===== config.mk =====
export PLATFORM = sky130hd
export DESIGN_NAME = scan_sar_sequencer
export DESIGN_NICKNAME = d
export VERILOG_FILES = /design/src/rtl/scan_pkg.sv /design/src/rtl/chan_picker.sv /design/src/rtl/sar_core.sv /design/src/rtl/result_bank.sv /design/src/rtl/scan_sar_sequencer.sv
export SDC_FILE = /design/constraint.sdc
export NUM_CORES = 1
export LEC_CHECK = 0
export BUFFER_PORTS_ARGS = -buffer_cell sky130_fd_sc_hd__buf_2
export CAP_MARGIN = 20
export CORE_UTILIZATION = 35
export DETAILED_ROUTE_END_ITERATION = 12
export PLACE_DENSITY = 0.55
export SYNTH_ARGS = -nofsm -noshare
export SYNTH_HDL_FRONTEND = slang
export SYNTH_SLANG_ARGS = --single-unit

===== constraint.sdc =====
create_clock -name clk -period 11.5 [get_ports clk]
set_clock_uncertainty 0.05 [all_clocks]
set_input_delay 2.3 -clock clk [delete_from_list [all_inputs] [get_ports clk]]
set_output_delay 2.3 -clock clk [all_outputs]
set_load 0.005 [all_outputs]

===== src/rtl/scan_pkg.sv =====
package scan_pkg;
  typedef enum logic [1:0] {
    MODE_STEP     = 2'd0,
    MODE_PASS     = 2'd1,
    MODE_LOOP     = 2'd2,
    MODE_STEP_ALT = 2'd3
  } scan_mode_t;

  typedef enum logic [1:0] {SEQ_IDLE, SEQ_ADV, SEQ_RUN} seq_st_t;

  typedef enum logic [1:0] {SAR_IDLE, SAR_SAMP, SAR_BIT, SAR_STORE} sar_st_t;
endpackage


===== src/rtl/chan_picker.sv =====
// Circular search: nearest enabled channel at or above 'from'. NCH power of two.
module chan_picker #(
  parameter int NCH = 8,
  localparam int CW = $clog2(NCH)
) (
  input  logic [NCH-1:0] mask,
  input  logic [CW-1:0]  from,
  output logic           found,
  output logic [CW-1:0]  ch
);
  always_comb begin
    found = 1'b0;
    ch    = from;
    for (int i = NCH - 1; i >= 0; i--) begin
      logic [CW-1:0] idx;
      idx = CW'(from + CW'(i));
      if (mask[idx]) begin
        found = 1'b1;
        ch    = idx;
      end
    end
  end
endmodule


===== src/rtl/sar_core.sv =====
module sar_core import scan_pkg::*; #(
  parameter int RES_HI   = 10,
  parameter int RES_LO   = 8,
  parameter int SAMP_CYC = 2,
  localparam int BW = $clog2(RES_HI),
  localparam int SW = (SAMP_CYC > 1) ? $clog2(SAMP_CYC) : 1
) (
  input  logic              clk,
  input  logic              rst,
  input  logic              go,
  input  logic              abort,
  input  logic              wide_in,
  input  logic              cmp_hi,
  output logic [RES_HI-1:0] trial,
  output logic [RES_HI-1:0] result,
  output logic              wide,
  output logic              conv_done
);
  localparam logic [RES_HI-1:0] ONE = RES_HI'(1);

  sar_st_t           st_q;
  logic [SW-1:0]     cnt_q;
  logic [BW-1:0]     bit_q;
  logic [RES_HI-1:0] acc_q, trial_q, keep;
  logic              wide_q;

  assign keep = cmp_hi ? trial_q : acc_q;

  always_ff @(posedge clk) begin
    if (rst) begin
      st_q    <= SAR_IDLE;
      cnt_q   <= '0;
      bit_q   <= '0;
      acc_q   <= '0;
      trial_q <= '0;
      wide_q  <= 1'b0;
    end else if (abort) begin
      st_q    <= SAR_IDLE;
      trial_q <= '0;
    end else begin
      unique case (st_q)
        SAR_IDLE: if (go) begin
          st_q    <= SAR_SAMP;
          cnt_q   <= '0;
          acc_q   <= '0;
          trial_q <= '0;
          wide_q  <= wide_in;
        end
        SAR_SAMP: begin
          if (cnt_q == SW'(SAMP_CYC - 1)) begin
            st_q    <= SAR_BIT;
            bit_q   <= wide_q ? BW'(RES_HI - 1) : BW'(RES_LO - 1);
            trial_q <= ONE << (wide_q ? BW'(RES_HI - 1) : BW'(RES_LO - 1));
          end else begin
            cnt_q <= cnt_q + 1'b1;
          end
        end
        SAR_BIT: begin
          acc_q <= keep;
          if (bit_q == '0) begin
            st_q    <= SAR_STORE;
            trial_q <= keep;
          end else begin
            bit_q   <= bit_q - 1'b1;
            trial_q <= keep | (ONE << (bit_q - 1'b1));
          end
        end
        default: st_q <= SAR_IDLE;
      endcase
    end
  end

  assign trial     = trial_q;
  assign result    = acc_q;
  assign wide      = wide_q;
  assign conv_done = (st_q == SAR_STORE);


  trial_one_ahead_chk: assert property (@(posedge clk) disable iff (rst)
    (st_q == SAR_BIT) |-> ($countones(trial_q ^ acc_q) == 1));


  store_after_bits_chk: assert property (@(posedge clk) disable iff (rst)
    (st_q == SAR_STORE) |-> ($past(st_q) == SAR_BIT && $past(bit_q) == '0));
endmodule


===== src/rtl/result_bank.sv =====
module result_bank #(
  parameter int NCH    = 8,
  parameter int DW     = 8,
  parameter int RES_HI = 10,
  parameter int RES_LO = 8,
  localparam int CW = $clog2(NCH)
) (
  input  logic              clk,
  input  logic              we,
  input  logic              wide,
  input  logic [CW-1:0]     wch,
  input  logic [RES_HI-1:0] res,
  input  logic [CW:0]       rd_addr,
  output logic [DW-1:0]     rd_data
);
  logic [DW-1:0] hi_mem [NCH];
  logic [DW-1:0] lo_mem [NCH];
  logic [DW-1:0] hi_q, lo_q;
  logic          half_q;
  logic [DW-1:0] hi_wdata;

  assign hi_wdata = wide ? DW'(res[RES_HI-1:DW]) : DW'(res[RES_LO-1:0]);

  always_ff @(posedge clk) begin
    if (we) hi_mem[wch] <= hi_wdata;
  end

  always_ff @(posedge clk) begin
    if (we && wide) lo_mem[wch] <= res[DW-1:0];
  end

  always_ff @(posedge clk) begin
    hi_q   <= hi_mem[rd_addr[CW:1]];
    lo_q   <= lo_mem[rd_addr[CW:1]];
    half_q <= rd_addr[0];
  end

  assign rd_data = half_q ? lo_q : hi_q;
endmodule


===== src/rtl/scan_sar_sequencer.sv =====
module scan_sar_sequencer import scan_pkg::*; #(
  parameter int NCH    = 8,
  parameter int RES_HI = 10,
  parameter int RES_LO = 8,
  parameter int DW     = 8,
  localparam int CW = $clog2(NCH)
) (
  input  logic              clk,
  input  logic              rst,
  input  logic [1:0]        cfg_mode,
  input  logic              cfg_res10,
  input  logic [NCH-1:0]    chan_mask,
  input  logic              start,
  input  logic [CW-1:0]     start_ch,
  input  logic              step_cmd,
  input  logic              cmp_hi,
  output logic [RES_HI-1:0] trial_code,
  output logic [CW-1:0]     chan_sel,
  input  logic              stat_rd,
  output logic [1:0]        status,
  output logic              irq_n,
  input  logic [CW:0]       rd_addr,
  output logic [DW-1:0]     rd_data
);
  seq_st_t           st_q;
  logic [CW-1:0]     ptr_q, chan_q, pick_from, pick_ch;
  logic [NCH-1:0]    covered_q, covered_n;
  logic              done_q, irq_n_q, done_n, set_done;
  logic              pick_ok, sar_go, conv_done, res_wide;
  logic              is_step, is_loop, step_ok, pass_full;
  logic [RES_HI-1:0] sar_res;

  assign is_step   = (cfg_mode == MODE_STEP) || (cfg_mode == MODE_STEP_ALT);
  assign is_loop   = (cfg_mode == MODE_LOOP);
  assign pick_from = start ? start_ch : ptr_q;
  assign step_ok   = step_cmd && is_step && (st_q == SEQ_IDLE);
  assign sar_go    = (st_q == SEQ_ADV) && pick_ok && !start;
  assign covered_n = covered_q | (NCH'(1) << chan_q);
  assign pass_full = ((chan_mask & ~covered_n) == '0);
  assign set_done  = conv_done && !start && (is_step || pass_full);
  assign done_n    = set_done ? 1'b1 : (stat_rd ? 1'b0 : done_q);

  chan_picker #(.NCH(NCH)) u_pick (
    .mask (chan_mask),
    .from (pick_from),
    .found(pick_ok),
    .ch   (pick_ch)
  );

  sar_core #(.RES_HI(RES_HI), .RES_LO(RES_LO), .SAMP_CYC(2)) u_sar (
    .clk      (clk),
    .rst      (rst),
    .go       (sar_go),
    .abort    (start),
    .wide_in  (cfg_res10),
    .cmp_hi   (cmp_hi),
    .trial    (trial_code),
    .result   (sar_res),
    .wide     (res_wide),
    .conv_done(conv_done)
  );

  result_bank #(.NCH(NCH), .DW(DW), .RES_HI(RES_HI), .RES_LO(RES_LO)) u_bank (
    .clk    (clk),
    .we     (conv_done),
    .wide   (res_wide),
    .wch    (chan_q),
    .res    (sar_res),
    .rd_addr(rd_addr),
    .rd_data(rd_data)
  );

  always_ff @(posedge clk) begin
    if (rst) begin
      st_q      <= SEQ_IDLE;
      ptr_q     <= '0;
      chan_q    <= '0;
      covered_q <= '0;
      done_q    <= 1'b0;
      irq_n_q   <= 1'b1;
    end else begin
      done_q  <= done_n;
      irq_n_q <= ~done_n;
      if (start) begin
        ptr_q     <= start_ch;
        covered_q <= '0;
        st_q      <= pick_ok ? SEQ_ADV : SEQ_IDLE;
      end else begin
        unique case (st_q)
          SEQ_IDLE: if (step_ok && pick_ok) st_q <= SEQ_ADV;
          SEQ_ADV: begin
            if (pick_ok) begin
              chan_q <= pick_ch;
              ptr_q  <= pick_ch;
              st_q   <= SEQ_RUN;
            end else begin
              st_q <= SEQ_IDLE;
            end
          end
          SEQ_RUN: if (conv_done) begin
            ptr_q <= chan_q + 1'b1;
            if (is_step) begin
              covered_q <= '0;
              st_q      <= SEQ_IDLE;
            end else if (pass_full) begin
              covered_q <= '0;
              st_q      <= is_loop ? SEQ_ADV : SEQ_IDLE;
            end else begin
              covered_q <= covered_n;
              st_q      <= SEQ_ADV;
            end
          end
          default: st_q <= SEQ_IDLE;
        endcase
      end
    end
  end

  assign chan_sel = chan_q;
  assign status   = {done_q, (st_q != SEQ_IDLE)};
  assign irq_n    = irq_n_q;


  go_enabled_chk: assert property (@(posedge clk) disable iff (rst)
    sar_go |-> chan_mask[pick_ch]);


  zero_mask_idle_chk: assert property (@(posedge clk) disable iff (rst)
    (start && chan_mask == '0) |=> (st_q == SEQ_IDLE));


  step_idle_chk: assert property (@(posedge clk) disable iff (rst)
    (conv_done && !start && is_step) |=> (st_q == SEQ_IDLE && done_q));


  rd_clear_chk: assert property (@(posedge clk) disable iff (rst)
    (stat_rd && !set_done) |=> !done_q);


  irq_follows_done_chk: assert property (@(posedge clk) disable iff (rst)
    irq_n_q != done_q);
endmodule


==> results.toml <==
[setup_path]
r2r_start = "ptr_q[1]$_SDFFE_PP0P_"
crit_arrival_ns = 6.59
worstSetupEndpointType = "flip-flop"
rr_endpoint = "u_sar.trial[4]$_SDFFE_PP0P_"
criticalPathCategory = "in -> reg"
r2r_slack_ns = 7.42
reg2regPathDepth = 10
worstSetupStartpointType = "input pin"
worstPathMaxFanout = 21
worst-endpoint-required_ns = 11.80

[placed_design]
place.detailed.hpwl_um = 13600
dp_slack_ns = 4.83
placement.cell_area_um2 = 9500
gp_congestion = 0.894
port_buffers = 47

[final_layout]
commonest_cells_after_routing_fill_and_taps_aside = "edfxtp_1 (128), dfxtp_1 (63), nor2_1 (54)"
drive_above_1_share_pct = 24.1
layout.cell_area.non_filler_um2 = 10100
multi_input_area_um2 = 3630
layout.cells.most_common = "edfxtp_1"
nets = 751
fillers = 2375
insertedDiodeCount = 0
sequential_cell_area_um2 = 5100
syn2layout_area_growth_pct = 12.0

[sta]
timing.fmax_mhz = 159
fin_ws_ns = 5.21
timing.setup.tns_ns = 0
slew_violations = 0
timing_hold_violations_final = 0
tightest_pin_transition_ns = 1.06
finalHoldWorstSlack_ns = 0.414
final_min_period_over_clock_period_pct = 54.7
worst_slew_margin_rel_pct = 28.9
final-setup-viol-count = 0
finalWorstPathRequiredPeriod_ns = 6.29
rsz0062_at_grt = "no"

[routing]
drt-wirelength-per-cell_um = 19.3
drt-vias-per-instance = 5.30
drt_first_pass_iters = 5
via_total_after_detailed_routing = 5566
ant_nets = 0
drt-initial-drc-count = 463
drt-total-wl_um = 20200
drc_errors = 0

[global_routing]
grt_first_pass_wirelength_um = 31700
grt_start_max_net_pins = 33
antenna_found_initial = 0
globalRouteOverflowTotal = 0
number_of_global_route_vias_before_repair = 5717
global_route.usage.total_pct = 16.0

[hold_path]
min_delay_worst_endpoint = "covered_q[0]$_SDFFE_PP0P_"
hp-class = "reg -> reg"
timing.hold.worst.start = "covered_q[0]$_SDFFE_PP0P_"
min_delay_path_depth = 2

[clock_network]
cts_inserted_buffers = 17
root_buffer = "clkbuf_16"
h-tree-depth = 4
clock-sinks = 191
tritoncts = "built"
clock_latency_at_the_later_pin_of_the_worst_skew_pair_ns = 0.43
number_of_buffers_inserted_to_repair_setup_after_cts = 0
cts.reportedPaths.clkPinSlew_ns = 0.07
cts_max_path_buffers = 2
holdBufCountCts = 0
cts-resized-gates = 0

[logic_synthesis]
yosys.area.top_type_share_pct = 42.8
synth-edff-count = 128
postSynthNetCount = 718
synth_area_per_cell_um2 = 13.3
synth_top_area_cell = "edfxtp_1"
post_synth_num_cell_types = 68
synth.cell_area_um2 = 8980
async_flop_share_pct = 0
yosys_warnings = 0
synth_seq_cells = 191
seq_area_frac_synth_pct = 56.9
post_synth_main_area_contributors = "edfxtp_1 (43%), dfxtp_1 (14%), mux4_2 (9.3%), mux2_2 (4.3%), mux2i_1 (3.2%)"
postSynthCellCount = 675
synth_ff_type = "edfxtp_1"

[pwr]
powerDensity_nw_per_um2 = 145
report.power.total_uw = 1460
cellLeakagePower_uw = 0.00325
ir_worst_vdd_v = 0.0000764

[floorplan]
floorplan.initialDensity_pct = 35.7
floorplan.die.height_um = 162
number_of_placed_i_o_pins = 48
floorplan.die_area_um2 = 26300
design.core.area_um2 = 25200
floorplan.rows = 58
die_w_um = 162

[run]
maxCapViolCount = 0

[outcome]
outcome = "complete, no violations"
-- sequential cells by signal, summed over array words and instances (netlist names) --
register / count
u_bank.lo_q: 8
u_sar.wide: 1
chan_sel: 3
covered_q: 8
u_sar.result: 10
u_bank.lo_mem: 64
u_bank.hi_mem: 64
u_sar.bit_q: 4
u_bank.hi_q: 8
u_sar.trial: 10
u_bank.half_q: 1
u_sar.cnt_q: 1
done_q: 1
irq_n: 1
st_q: 2
ptr_q: 3
u_sar.st_q: 2
-- layout make-up --
cell class / instances / share of cell area, %
Clock inverter: 14 / 1.18
Clock buffer: 18 / 4.37
Timing Repair Buffer: 49 / 2.49
Sequential cell: 191 / 50.8
Multi-Input combinational cell: 424 / 36.1
Inverter: 25 / 0.958
Tap cell: 330 / 4.11
-- cells in the mapped netlist, drive strengths merged, types with 2 or more instances --
cell type  instances
a2bb2oi            2
nand3              7
o311ai             4
clkinv             2
nand2b            10
and2               7
o31ai              2
a311oi             4
clkbuf            22
a221oi             8
nand2             37
nor2b             21
nor4               2
a31oi              7
a21oi             34
mux2i             32
nor3              13
o21ai             13
a211oi             8
dfxtp             63
o221ai             2
a21boi             3
edfxtp           128
nor3b              2
o32ai              4
nor2              54
xnor2              3
or3               15
a21o               2
a211o              3
buf               13
or2                4
a22oi              3
mux4              37
ha                19
o211ai             3
mux2              37
inv               23
a22o               9
-- metal layers --
metal,GRT usage [%],vias to the layer above,part of all wire [%]
met5,0,-,0
met4,6.30,0,1.6
met3,2.91,20,3.6
met2,25.7,116,48
met1,21.5,2786,47
li1,-,2644,-
-- worst max-delay path by stage --
| stage | startpoint | end | cells past startpoint |
|---|---|---|---|
| detailed placement | start | u_sar.trial[4]$_SDFFE_PP0P_ | 12 |
| global placement | start | u_sar.trial[7]$_SDFFE_PP0P_ | 12 |
| finish | start | u_sar.trial[4]$_SDFFE_PP0P_ | 12 |
| global route | start | u_sar.trial[4]$_SDFFE_PP0P_ | 12 |
| CTS | start | u_sar.trial[4]$_SDFFE_PP0P_ | 12 |
| floorplan | start | u_sar.trial[8]$_SDFFE_PP0P_ | 14 |
-- stage by stage --
stage | instances | util, %
final | 1051 | 39.9
after global routing | 1051 | 39.9
after CTS | 1051 | 39.9
after detailed placement | 1019 | 37.7
after global placement | 1019 | 37.7
after floorplan | 675 | -
-- worst max-delay path, stage by stage --
cell,delay [ns]
buf_2,0.37
inv_1,0.24
a21boi_2,0.39
clkinv_1,0.47
ha_1,0.45
xnor2_2,0.44
mux4_2,0.44
nand2_2,0.16
o311ai_4,0.16
a211o_1,0.55
or3_1,0.44
a21oi_1,0.17
-- report_power, final --
part           leakage [uW]  internal [uW]  total [uW]  switching [uW]
Sequential          0.00154            726         733            6.53
Clock              0.000282            290         561             271
Combinational       0.00142           66.9         163            96.5
Total               0.00325           1080        1460             374
-- logic make-up after synthesis --
| group | after synthesis | share of synthesized area [%] |
|---|---|---|
| AOI/OAI and AO/OA | 118 | 9.48 |
| xor gates and xnor gates | 4 | 0.683 |
| adders and majority gates | 19 | 2.65 |
| buffers and inverters | 60 | 2.83 |
| DFF | 191 | 56.9 |
| muxes | 106 | 17.8 |
| and+or+nand+nor | 177 | 9.67 |
(Power assumes the default switching activity.)
